## config.mk

```make
export PLATFORM = sky130hd
export DESIGN_NAME = hbus_slave
export DESIGN_NICKNAME = d
export VERILOG_FILES = /design/src/rtl/hbus_pkg.sv /design/src/rtl/hbus_decode.sv /design/src/rtl/hbus_parity.sv /design/src/rtl/hbus_regbank.sv /design/src/rtl/hbus_slave.sv
export SDC_FILE = /design/constraint.sdc
export NUM_CORES = 1
export LEC_CHECK = 0
export ABC_AREA = 1
export BUFFER_PORTS_ARGS = -buffer_cell sky130_fd_sc_hd__buf_2
export CAP_MARGIN = 10
export CORE_ASPECT_RATIO = 0.8
export CORE_MARGIN = 5
export CORE_UTILIZATION = 62
export DETAILED_ROUTE_END_ITERATION = 6
export PLACE_DENSITY_LB_ADDON = 0.08
export SLEW_MARGIN = 20
export SYNTH_ARGS = -nofsm -noshare
export SYNTH_HDL_FRONTEND = slang
export SYNTH_SLANG_ARGS = --single-unit
export TNS_END_PERCENT = 1
```

## constraint.sdc

```tcl
create_clock -name clk -period 4.7 [get_ports clk]
set_clock_uncertainty 0.1 [all_clocks]
set_input_delay 0 -clock clk [delete_from_list [all_inputs] [get_ports clk]]
set_output_delay 0 -clock clk [all_outputs]
set_load 0.02 [all_outputs]
```

## src/rtl/hbus_pkg.sv

```systemverilog
package hbus_pkg;

  localparam int BUS_W = 32;
  localparam int LANES = BUS_W / 8;

  typedef enum logic [1:0] {
    SZ_WORD = 2'b00,
    SZ_BYTE = 2'b01,
    SZ_HALF = 2'b10,
    SZ_RSVD = 2'b11
  } size_e;

  typedef enum logic [1:0] {
    RSP_ACK  = 2'b00,
    RSP_TEA  = 2'b01,
    RSP_RTRY = 2'b10
  } rsp_e;

  typedef enum logic {
    ST_IDLE = 1'b0,
    ST_EXEC = 1'b1
  } state_e;

endpackage

```

## src/rtl/hbus_decode.sv

```systemverilog
module hbus_decode
  import hbus_pkg::*;
(
  input  logic [1:0]       tsz_i,
  input  logic [1:0]       off_i,
  output logic [LANES-1:0] lanes_o,
  output logic             bad_o
);

  // Lane k is bit k of lanes_o; lane 0 is the most significant byte.
  always_comb begin
    lanes_o = '0;
    bad_o   = 1'b0;
    case (size_e'(tsz_i))
      SZ_BYTE: lanes_o[off_i] = 1'b1;
      SZ_HALF: begin
        if (off_i[0]) bad_o = 1'b1;
        else          lanes_o = off_i[1] ? 4'b1100 : 4'b0011;
      end
      SZ_WORD: begin
        if (off_i != 2'b00) bad_o = 1'b1;
        else                lanes_o = '1;
      end
      default: bad_o = 1'b1;
    endcase
  end

  // an accepted request always activates at least one lane
  always_comb begin
    if (!bad_o) a_r4_lanes_nonzero: assert (lanes_o != '0);
  end

endmodule

```

## src/rtl/hbus_parity.sv

```systemverilog
module hbus_parity #(
  parameter int DW = 32,
  localparam int NL = DW / 8
) (
  input  logic [DW-1:0] data_i,
  output logic [NL-1:0] par_o
);

  // Odd parity per lane; lane k sits at bits [DW-1-8k -: 8]
  for (genvar k = 0; k < NL; k++) begin : g_lane
    assign par_o[k] = ~^data_i[DW-1-8*k -: 8];
  end

endmodule

```

## src/rtl/hbus_regbank.sv

```systemverilog
module hbus_regbank #(
  parameter int DW   = 32,
  parameter int NREG = 16,
  localparam int IW  = $clog2(NREG),
  localparam int NL  = DW / 8
) (
  input  logic          clk,
  input  logic          re_i,
  input  logic [IW-1:0] ridx_i,
  output logic [DW-1:0] rdata_o,
  input  logic          we_i,
  input  logic [IW-1:0] widx_i,
  input  logic [NL-1:0] be_i,
  input  logic [DW-1:0] wdata_i
);

  logic [DW-1:0] mem [NREG];

  // Simple dual-port array with per-lane write enables and registered read
  always_ff @(posedge clk) begin
    if (we_i) begin
      for (int k = 0; k < NL; k++) begin
        if (be_i[k]) mem[widx_i][DW-1-8*k -: 8] <= wdata_i[DW-1-8*k -: 8];
      end
    end
    if (re_i) rdata_o <= mem[ridx_i];
  end

endmodule

```

## src/rtl/hbus_slave.sv

```systemverilog
module hbus_slave
  import hbus_pkg::*;
#(
  parameter int NREG = 16,
  localparam int IW  = $clog2(NREG),
  localparam int AW  = IW + 2
) (
  input  logic             clk,
  input  logic             rst,
  input  logic             cs_i,
  input  logic             rnw_i,
  input  logic [1:0]       tsz_i,
  input  logic [AW-1:0]    addr_i,
  input  logic [BUS_W-1:0] wdata_i,
  input  logic [LANES-1:0] wpar_i,
  input  logic             rb_busy_i,
  input  logic             rb_err_i,
  output logic [BUS_W-1:0] rdata_o,
  output logic [LANES-1:0] rpar_o,
  output logic             ack_n_o,
  output logic             tea_n_o,
  output logic             rtry_n_o
);

  state_e           state_q;
  logic             start, exec, wr_en;
  logic [LANES-1:0] lanes_d, wgen, lanes_q, rpar_d;
  logic             bad_d, perr_d;
  logic             rnw_q, busy_q, fault_q;
  logic [IW-1:0]    idx_q;
  logic [BUS_W-1:0] wdata_q, rd_word, lane_bits, rdata_d;
  rsp_e             rsp;

  assign start = (state_q == ST_IDLE) && cs_i;
  assign exec  = (state_q == ST_EXEC);

  hbus_decode u_dec (
    .tsz_i   (tsz_i),
    .off_i   (addr_i[1:0]),
    .lanes_o (lanes_d),
    .bad_o   (bad_d)
  );

  hbus_parity #(.DW(BUS_W)) u_wpar (
    .data_i (wdata_i),
    .par_o  (wgen)
  );

  assign perr_d = !rnw_i && |(lanes_d & (wgen ^ wpar_i));

  // Sequencer: one start edge, one response edge
  always_ff @(posedge clk) begin
    if (rst)        state_q <= ST_IDLE;
    else if (start) state_q <= ST_EXEC;
    else if (exec)  state_q <= ST_IDLE;
  end

  // Request capture on the start edge
  always_ff @(posedge clk) begin
    if (start) begin
      rnw_q   <= rnw_i;
      busy_q  <= rb_busy_i;
      fault_q <= bad_d | perr_d;
      lanes_q <= lanes_d;
      idx_q   <= addr_i[AW-1:2];
      wdata_q <= wdata_i;
    end
  end

  always_comb begin
    if (busy_q)                  rsp = RSP_RTRY;
    else if (fault_q || rb_err_i) rsp = RSP_TEA;
    else                         rsp = RSP_ACK;
  end

  assign wr_en = exec && (rsp == RSP_ACK) && !rnw_q;

  hbus_regbank #(.DW(BUS_W), .NREG(NREG)) u_bank (
    .clk     (clk),
    .re_i    (start),
    .ridx_i  (addr_i[AW-1:2]),
    .rdata_o (rd_word),
    .we_i    (wr_en),
    .widx_i  (idx_q),
    .be_i    (lanes_q),
    .wdata_i (wdata_q)
  );

  for (genvar k = 0; k < LANES; k++) begin : g_mask
    assign lane_bits[BUS_W-1-8*k -: 8] = {8{lanes_q[k]}};
  end

  assign rdata_d = (exec && (rsp == RSP_ACK) && rnw_q) ? (rd_word & lane_bits) : '0;

  hbus_parity #(.DW(BUS_W)) u_rpar (
    .data_i (rdata_d),
    .par_o  (rpar_d)
  );

  always_ff @(posedge clk) begin
    if (rst) begin
      ack_n_o  <= 1'b1;
      tea_n_o  <= 1'b1;
      rtry_n_o <= 1'b1;
      rdata_o  <= '0;
      rpar_o   <= '1;
    end else begin
      ack_n_o  <= !(exec && (rsp == RSP_ACK));
      tea_n_o  <= !(exec && (rsp == RSP_TEA));
      rtry_n_o <= !(exec && (rsp == RSP_RTRY));
      rdata_o  <= rdata_d;
      rpar_o   <= rpar_d;
    end
  end

  // response strobes are exclusive single-clock pulses tied to a start
  a_r2_one_strobe: assert property (@(posedge clk) disable iff (rst)
    $countones({!ack_n_o, !tea_n_o, !rtry_n_o}) <= 1);
  a_r2_ack_pulse: assert property (@(posedge clk) disable iff (rst)
    !ack_n_o |=> ack_n_o);
  a_r2_tea_pulse: assert property (@(posedge clk) disable iff (rst)
    !tea_n_o |=> tea_n_o);
  a_r2_rtry_pulse: assert property (@(posedge clk) disable iff (rst)
    !rtry_n_o |=> rtry_n_o);
  a_r2_origin: assert property (@(posedge clk) disable iff (rst)
    (!ack_n_o || !tea_n_o || !rtry_n_o) |-> $past(cs_i, 2));

  // busy at the start edge decides retry
  a_r10_rtry_busy: assert property (@(posedge clk) disable iff (rst)
    !rtry_n_o |-> $past(rb_busy_i, 2));
  a_r10_no_ack_busy: assert property (@(posedge clk) disable iff (rst)
    !ack_n_o |-> !$past(rb_busy_i, 2));

  // an internal error on the response edge never acknowledges
  a_r11_no_ack_err: assert property (@(posedge clk) disable iff (rst)
    !ack_n_o |-> !$past(rb_err_i));

  // quiet read bus outside an acknowledge
  a_r9_quiet_bus: assert property (@(posedge clk) disable iff (rst)
    ack_n_o |-> (rdata_o == '0 && rpar_o == '1));

  // every driven lane carries odd parity
  for (genvar k = 0; k < LANES; k++) begin : g_chk
    a_r8_odd_lane: assert property (@(posedge clk) disable iff (rst)
      (^{rdata_o[BUS_W-1-8*k -: 8], rpar_o[k]}) == 1'b1);
  end

endmodule

```

## Word-level counts from Yosys, hierarchy flattened

Memories as Yosys holds them, arrays and structs flattened. A register that Yosys moved wholly into a read port is not among the register bits.
Index checks and enable logic that the tools add are counted.

- Register bits: 83
- RAM bits: 512
- Input bits: 50
- Output and inout port bits: 39
- Logic and storage cells: 75
- Memories kept: 1

Memories:

| name | words | bits a word | read ports | clocked after Yosys merged registers in | wr ports | RTL line | RTL |
|---|---|---|---|---|---|---|---|
| u_bank.mem | 16 | 32 | 1 | 1 | 1 | hbus_regbank.sv:17 | `logic [DW-1:0] mem [NREG];` |

- Magnitude comparators: 2
- Eq/ne operators: 4
- Mux-type cells: 25
- Bitwise gates (word level): 5
- Reduce and logical (&&, ||, !) cells: 26

Operator list:

| cell | number |
|---|---|
| XNOR reduction 8 bit | 8 |
| AND 32 bit | 1 |
| 2-to-1 mux 32 bit | 1 |
| 2-to-1 mux 1 bit | 17 |
| 2-to-1 mux 4 bit | 3 |
| one-hot mux 4 bit (3 select lines) | 1 |
| logical AND 1 bit | 8 |
| zero test 1 bit | 5 |
| AND 4 bit | 1 |
| == test 2 x 1 -> 1 bit (second input constant) | 2 |
| == test 2 bit (second input constant) | 2 |
| zero test 2 bit | 2 |
| OR reduction 4 bit | 1 |
| bitwise XOR 4 bit | 1 |
| < comparator 2 x 3 -> 1 bit (second input constant) | 1 |
| one-hot mux 1 bit (3 select lines) | 1 |
| demux 1 bit (select 2 bit) | 1 |
| greater-or-equal comparator 2 x 1 -> 1 bit (second input constant) | 1 |
| 2-to-1 mux 2 bit | 1 |
| nonzero test 2 bit | 1 |
| logical OR 1 bit | 1 |
| NOT 1 bit | 1 |
| OR 1 bit | 1 |

## Longest topological paths before layout

- Depth in word-level cells: 9
- Depth in mapped cells: 13
- Depth with buffers taken out: 13

## Modules after synthesis

Synthesis repeated with hierarchy kept, for this count alone.

- Cells, all modules: 2,746
- Area total of the unflattened synthesis: 27,466.3 um^2

By module, submodules not included:

| module | times used | cells each | area an instance (um^2) | seq. area each (um^2) |
|---|---|---|---|---|
| hbus_regbank | 1 | 2,195 | 23,336.1 | 16,335.7 |
| hbus_slave | 1 | 235 | 2,879.0 | 2,092.0 |
| hbus_parity | 2 | 148 | 580.6 | 0.0 |
| hbus_decode | 1 | 20 | 90.1 | 0.0 |

## Worst setup path before layout

Ideal clock, no wire load.

- Path kind: register -> register
- Start point: register state_q (netlist: exec)
- End point: register busy_q, enable pin
- Setup time: 0.511 ns
- Arrival time: 3.478 ns
- Data required time: 4.089 ns
- Path slack: 0.611 ns
- Cell stages (with the launch flop): 2
- Buffers on the path: 0
- Period minus slack after synthesis: 4.089 ns
- Path through: dfxtp_1 > nor2_1

- Cells in the longest elaborated chain, start to end: 2

RTL lines:

| element | RTL line | RTL |
|---|---|---|
| start: declaration | hbus_slave.sv:25 | `state_e state_q;` |
| start signal: assignment | hbus_slave.sv:53 | `if (rst) state_q <= ST_IDLE;` |
| start signal: assignment | hbus_slave.sv:54 | `else if (start) state_q <= ST_EXEC;` |
| start signal: assignment | hbus_slave.sv:55 | `else if (exec) state_q <= ST_IDLE;` |
| NOT 1 bit | hbus_slave.sv:34 | `assign start = (state_q == ST_IDLE) && cs_i;` |
| logical AND 1 bit | hbus_slave.sv:34 |  |
| via start | hbus_slave.sv:26 | `logic start, exec, wr_en;` |
| end signal: assignment | hbus_slave.sv:62 | `busy_q <= rb_busy_i;` |
| end: declaration | hbus_slave.sv:29 | `logic rnw_q, busy_q, fault_q;` |

The timed path passes the listed nets, and every way through them passes these cells.
A chain may end at the register's enable or synchronous reset.

## Worst setup path in the final report

- Start point: register state_q (netlist: exec)
- End point: memory u_bank.mem[7][10], enable pin

- Cells in the longest elaborated chain, start to end: 4

RTL lines:

| element | RTL line | RTL |
|---|---|---|
| logical AND 1 bit (2 in series) | hbus_slave.sv:76 | `assign wr_en = exec && (rsp == RSP_ACK) && !rnw_q;` |
| 2-to-1 mux 1 bit | hbus_regbank.sv:21 | `if (we_i) begin` |
| 2-to-1 mux 1 bit (not written as such) | hbus_regbank.sv:23 | `if (be_i[k]) mem[widx_i][DW-1-8*k -: 8] <= wdata_i[DW-1-8*k -: 8];` |
| end: declaration | hbus_regbank.sv:17 |  |

Every way passes these cells.

==> qor.txt <==
Worst-Skew Late Latency: 0.60 ns
Final instance area: 28600 um^2
Number of synthesized flops with an enable pin: 587
Dominant cell by count in the synthesized netlist: edfxtp_1
Top sig layer: met4
Max_cap viols: 0
Max Buffers Root-to-Sink: 3
ANT nets after route: 0
Tightest Hold Check Type: in -> reg
I/O Pins: 89
Crit path max fanout: 16
Final setup vio count: 0
Routed WL: 59800 um
Leading area contributor after synthesis: edfxtp_1
Met2 wire len: 25700 um
Port Buffers: 88
Std cell rows: 66
Crit Path Class: reg -> reg
Slew HR: 29.7%
Reg clk slew, reported paths: 0.06 ns
Required @ worst endpoint: 4.82 ns
Vias/cell: 5.91
Vias in the first global route: 15000
Final-report hold violation count: 0
CP arrival: 3.07 ns
Post-synth top cells: edfxtp_1, inv_1, nand2_1
Area after DPL: 26200 um^2
RSZ-0062 raised after global routing: false
Crit-path max cell delay: 0.89 ns
Yosys warnings: 0
Peak Freq: 339 MHz
Ant diodes: 0
Root buffer cell: clkbuf_16
Slew @ Worst Pin: 1.05 ns
GRT Util Overall: 26.5%
DR iter-0 viols: 1883
Die Height: 191 um
DP Wirelength: 37400 um
Synth Flop Type: edfxtp_1
Final slew viol count: 0
Clock tree from TritonCTS: done
H-tree depth: 2
Total negative slack: 0 ns
First-pass GRT wire length: 90600 um
DIE AREA: 45200 um^2
M1 wire length: 25500 um
Area of the mapped netlist: 25500 um^2
Die W: 237 um
Worst-path cell chain: inv_2 > nor2_4 > nand2_4 > inv_1 > nand3_1 > nor2_1
Synth top area share: 69.3%
Hold slack: 0.0328 ns
Met3 WL: 7010 um
First drt pass iteration count: 5
Core area: 40600 um^2
Crit-path slowest cell: nor2_1
Synth area leaders: edfxtp_1, mux2i_1, o211ai_1, o21ai_0, dfxtp_1
Clock sinks: 627
Startpoint types: register
Period utilization: 62.7%
Fin nets: 2094
Starting density of the core: 62.6%
Crit path time final: 2.95 ns
Seq cells post-synth: 627
Post_cts resized: 0
Status: complete, no violations
Filler instances: 2728
# DRC: 0
CTS Buf Count: 58
GP Congestion: 0.869
Cell count after synthesis: 1937
Routed len/inst: 22.7 um
Netlist cell types: 33
Post-CTS Setup Bufs: 0
Vias: 15600
Largest net degree at the start of global routing: 127
Synth async-reset ratio: 0%
Post-synthesis sequential area ratio: 72.4%
VDD IR max: 357 uV
Layout Area Growth over Synthesis: 12.5%
Critical Path Sink Type: register
Pleak: 10.6 nW
Power density cells: 405 nW/um^2
Initial antenna violation count: 0
Total congestion overflow: 0
Mean Syn Cell Area: 13.1 um^2
Post-Syn Nets: 1987
Share of cells above drive strength 1: 10.1%
## path summary, 6_finish.rpt
check	slack [ns]	startpoint	depth (start not counted)	to
worst max register to register	1.75	exec	6	u_bank.mem[7][10]
worst max-delay path	1.75	exec	6	u_bank.mem[7][10]
worst min-delay path	0.03	tsz_i[1]	4	lanes_q[1]
worst min register to register	0.41	exec	1	rtry_n_o
## cells in the final DEF (no fill, tap or decap), drive strengths merged
master / count
edfxtp: 587
inv: 212
nand2: 210
o21ai: 167
a21oi: 137
mux2i: 128
o211ai: 128
buf: 99
nor2: 91
nand3: 68
clkbuf: 67
dlygate4sd3: 51
dfxtp: 40
clkinv: 31
nor3: 30
nand4: 14
xnor2: 8
bufinv: 8
clkinvlp: 7
xor2: 6
o21bai: 1
nor3b: 1
nand3b: 1
or2: 1
## area by class of cell
class                   count  area (um^2)  area share [%]
clock buffers              67         1510            5.26
clock inverters            42          415            1.45
inverters                 216          813            2.84
multi-input cells         991         5720            20.0
flip-flops and latches    627        18400            64.4
well taps                 544          681            2.38
repair buffers            150         1070            3.75
## worst max-delay path: cells and delay by family (launching register included)
family / cells / cell delay, ns
flip-flops: 1 / 0.43
buffers and inverters: 2 / 0.21
AND/OR/NAND/NOR: 4 / 1.83
## power breakdown
group	total [mW]	leakage, nW	switching, mW	internal [mW]
Clock	4.73	0.926	2.00	2.73
Combinational	0.561	4.01	0.372	0.189
Sequential	6.30	5.65	0.132	6.17
## sequential cells by signal (all words and copies together) (netlist names), 4 cells and up
name,count
u_bank.mem,512
rdata_o,32
lanes_q,4
u_bank.rdata_o,32
rpar_o,4
wdata_q,32
idx_q,4
## routing by layer
| layer | vias up | GRT usage, % |
|---|---|---|
| met4 | 0 | 6.77 |
| li1 | 7213 | - |
| met3 | 99 | 7.00 |
| met1 | 7498 | 40.0 |
| met2 | 781 | 39.0 |
| met5 | - | 0 |
## stage by stage
stage / worst slack [ns] / utilization (%) / power [mW] / cells
5_1_grt: 1.55 / 70.5 / 12.0 / 2637
6_report: 1.75 / 70.5 / 11.6 / 2637
4_1_cts: 1.74 / 70.5 / 11.6 / 2637
3_3_place_gp: 1.81 / 64.5 / 6.92 / 2477
3_5_place_dp: 1.77 / 64.5 / 6.93 / 2477
2_1_floorplan: 0.611 / - / 6.69 / 1937
## cells by family (layout without fill, tap and decap cells)
family	Yosys count	in the layout	synth area share [%]
buffers and inverters	319	475	5.16
xor gates and xnor gates	14	14	0.482
and+or+nand+nor	416	416	7.02
muxes	128	128	5.03
AOI/OAI and AO/OA	433	433	9.90
DFF	627	627	72.4
## repair_timing
item                                    CTS  global route
endpoints found under the hold margin    94             0
endpoints found under the setup margin    0             0
hold buffers                             51             0
Power figures use the tool's default switching activity.
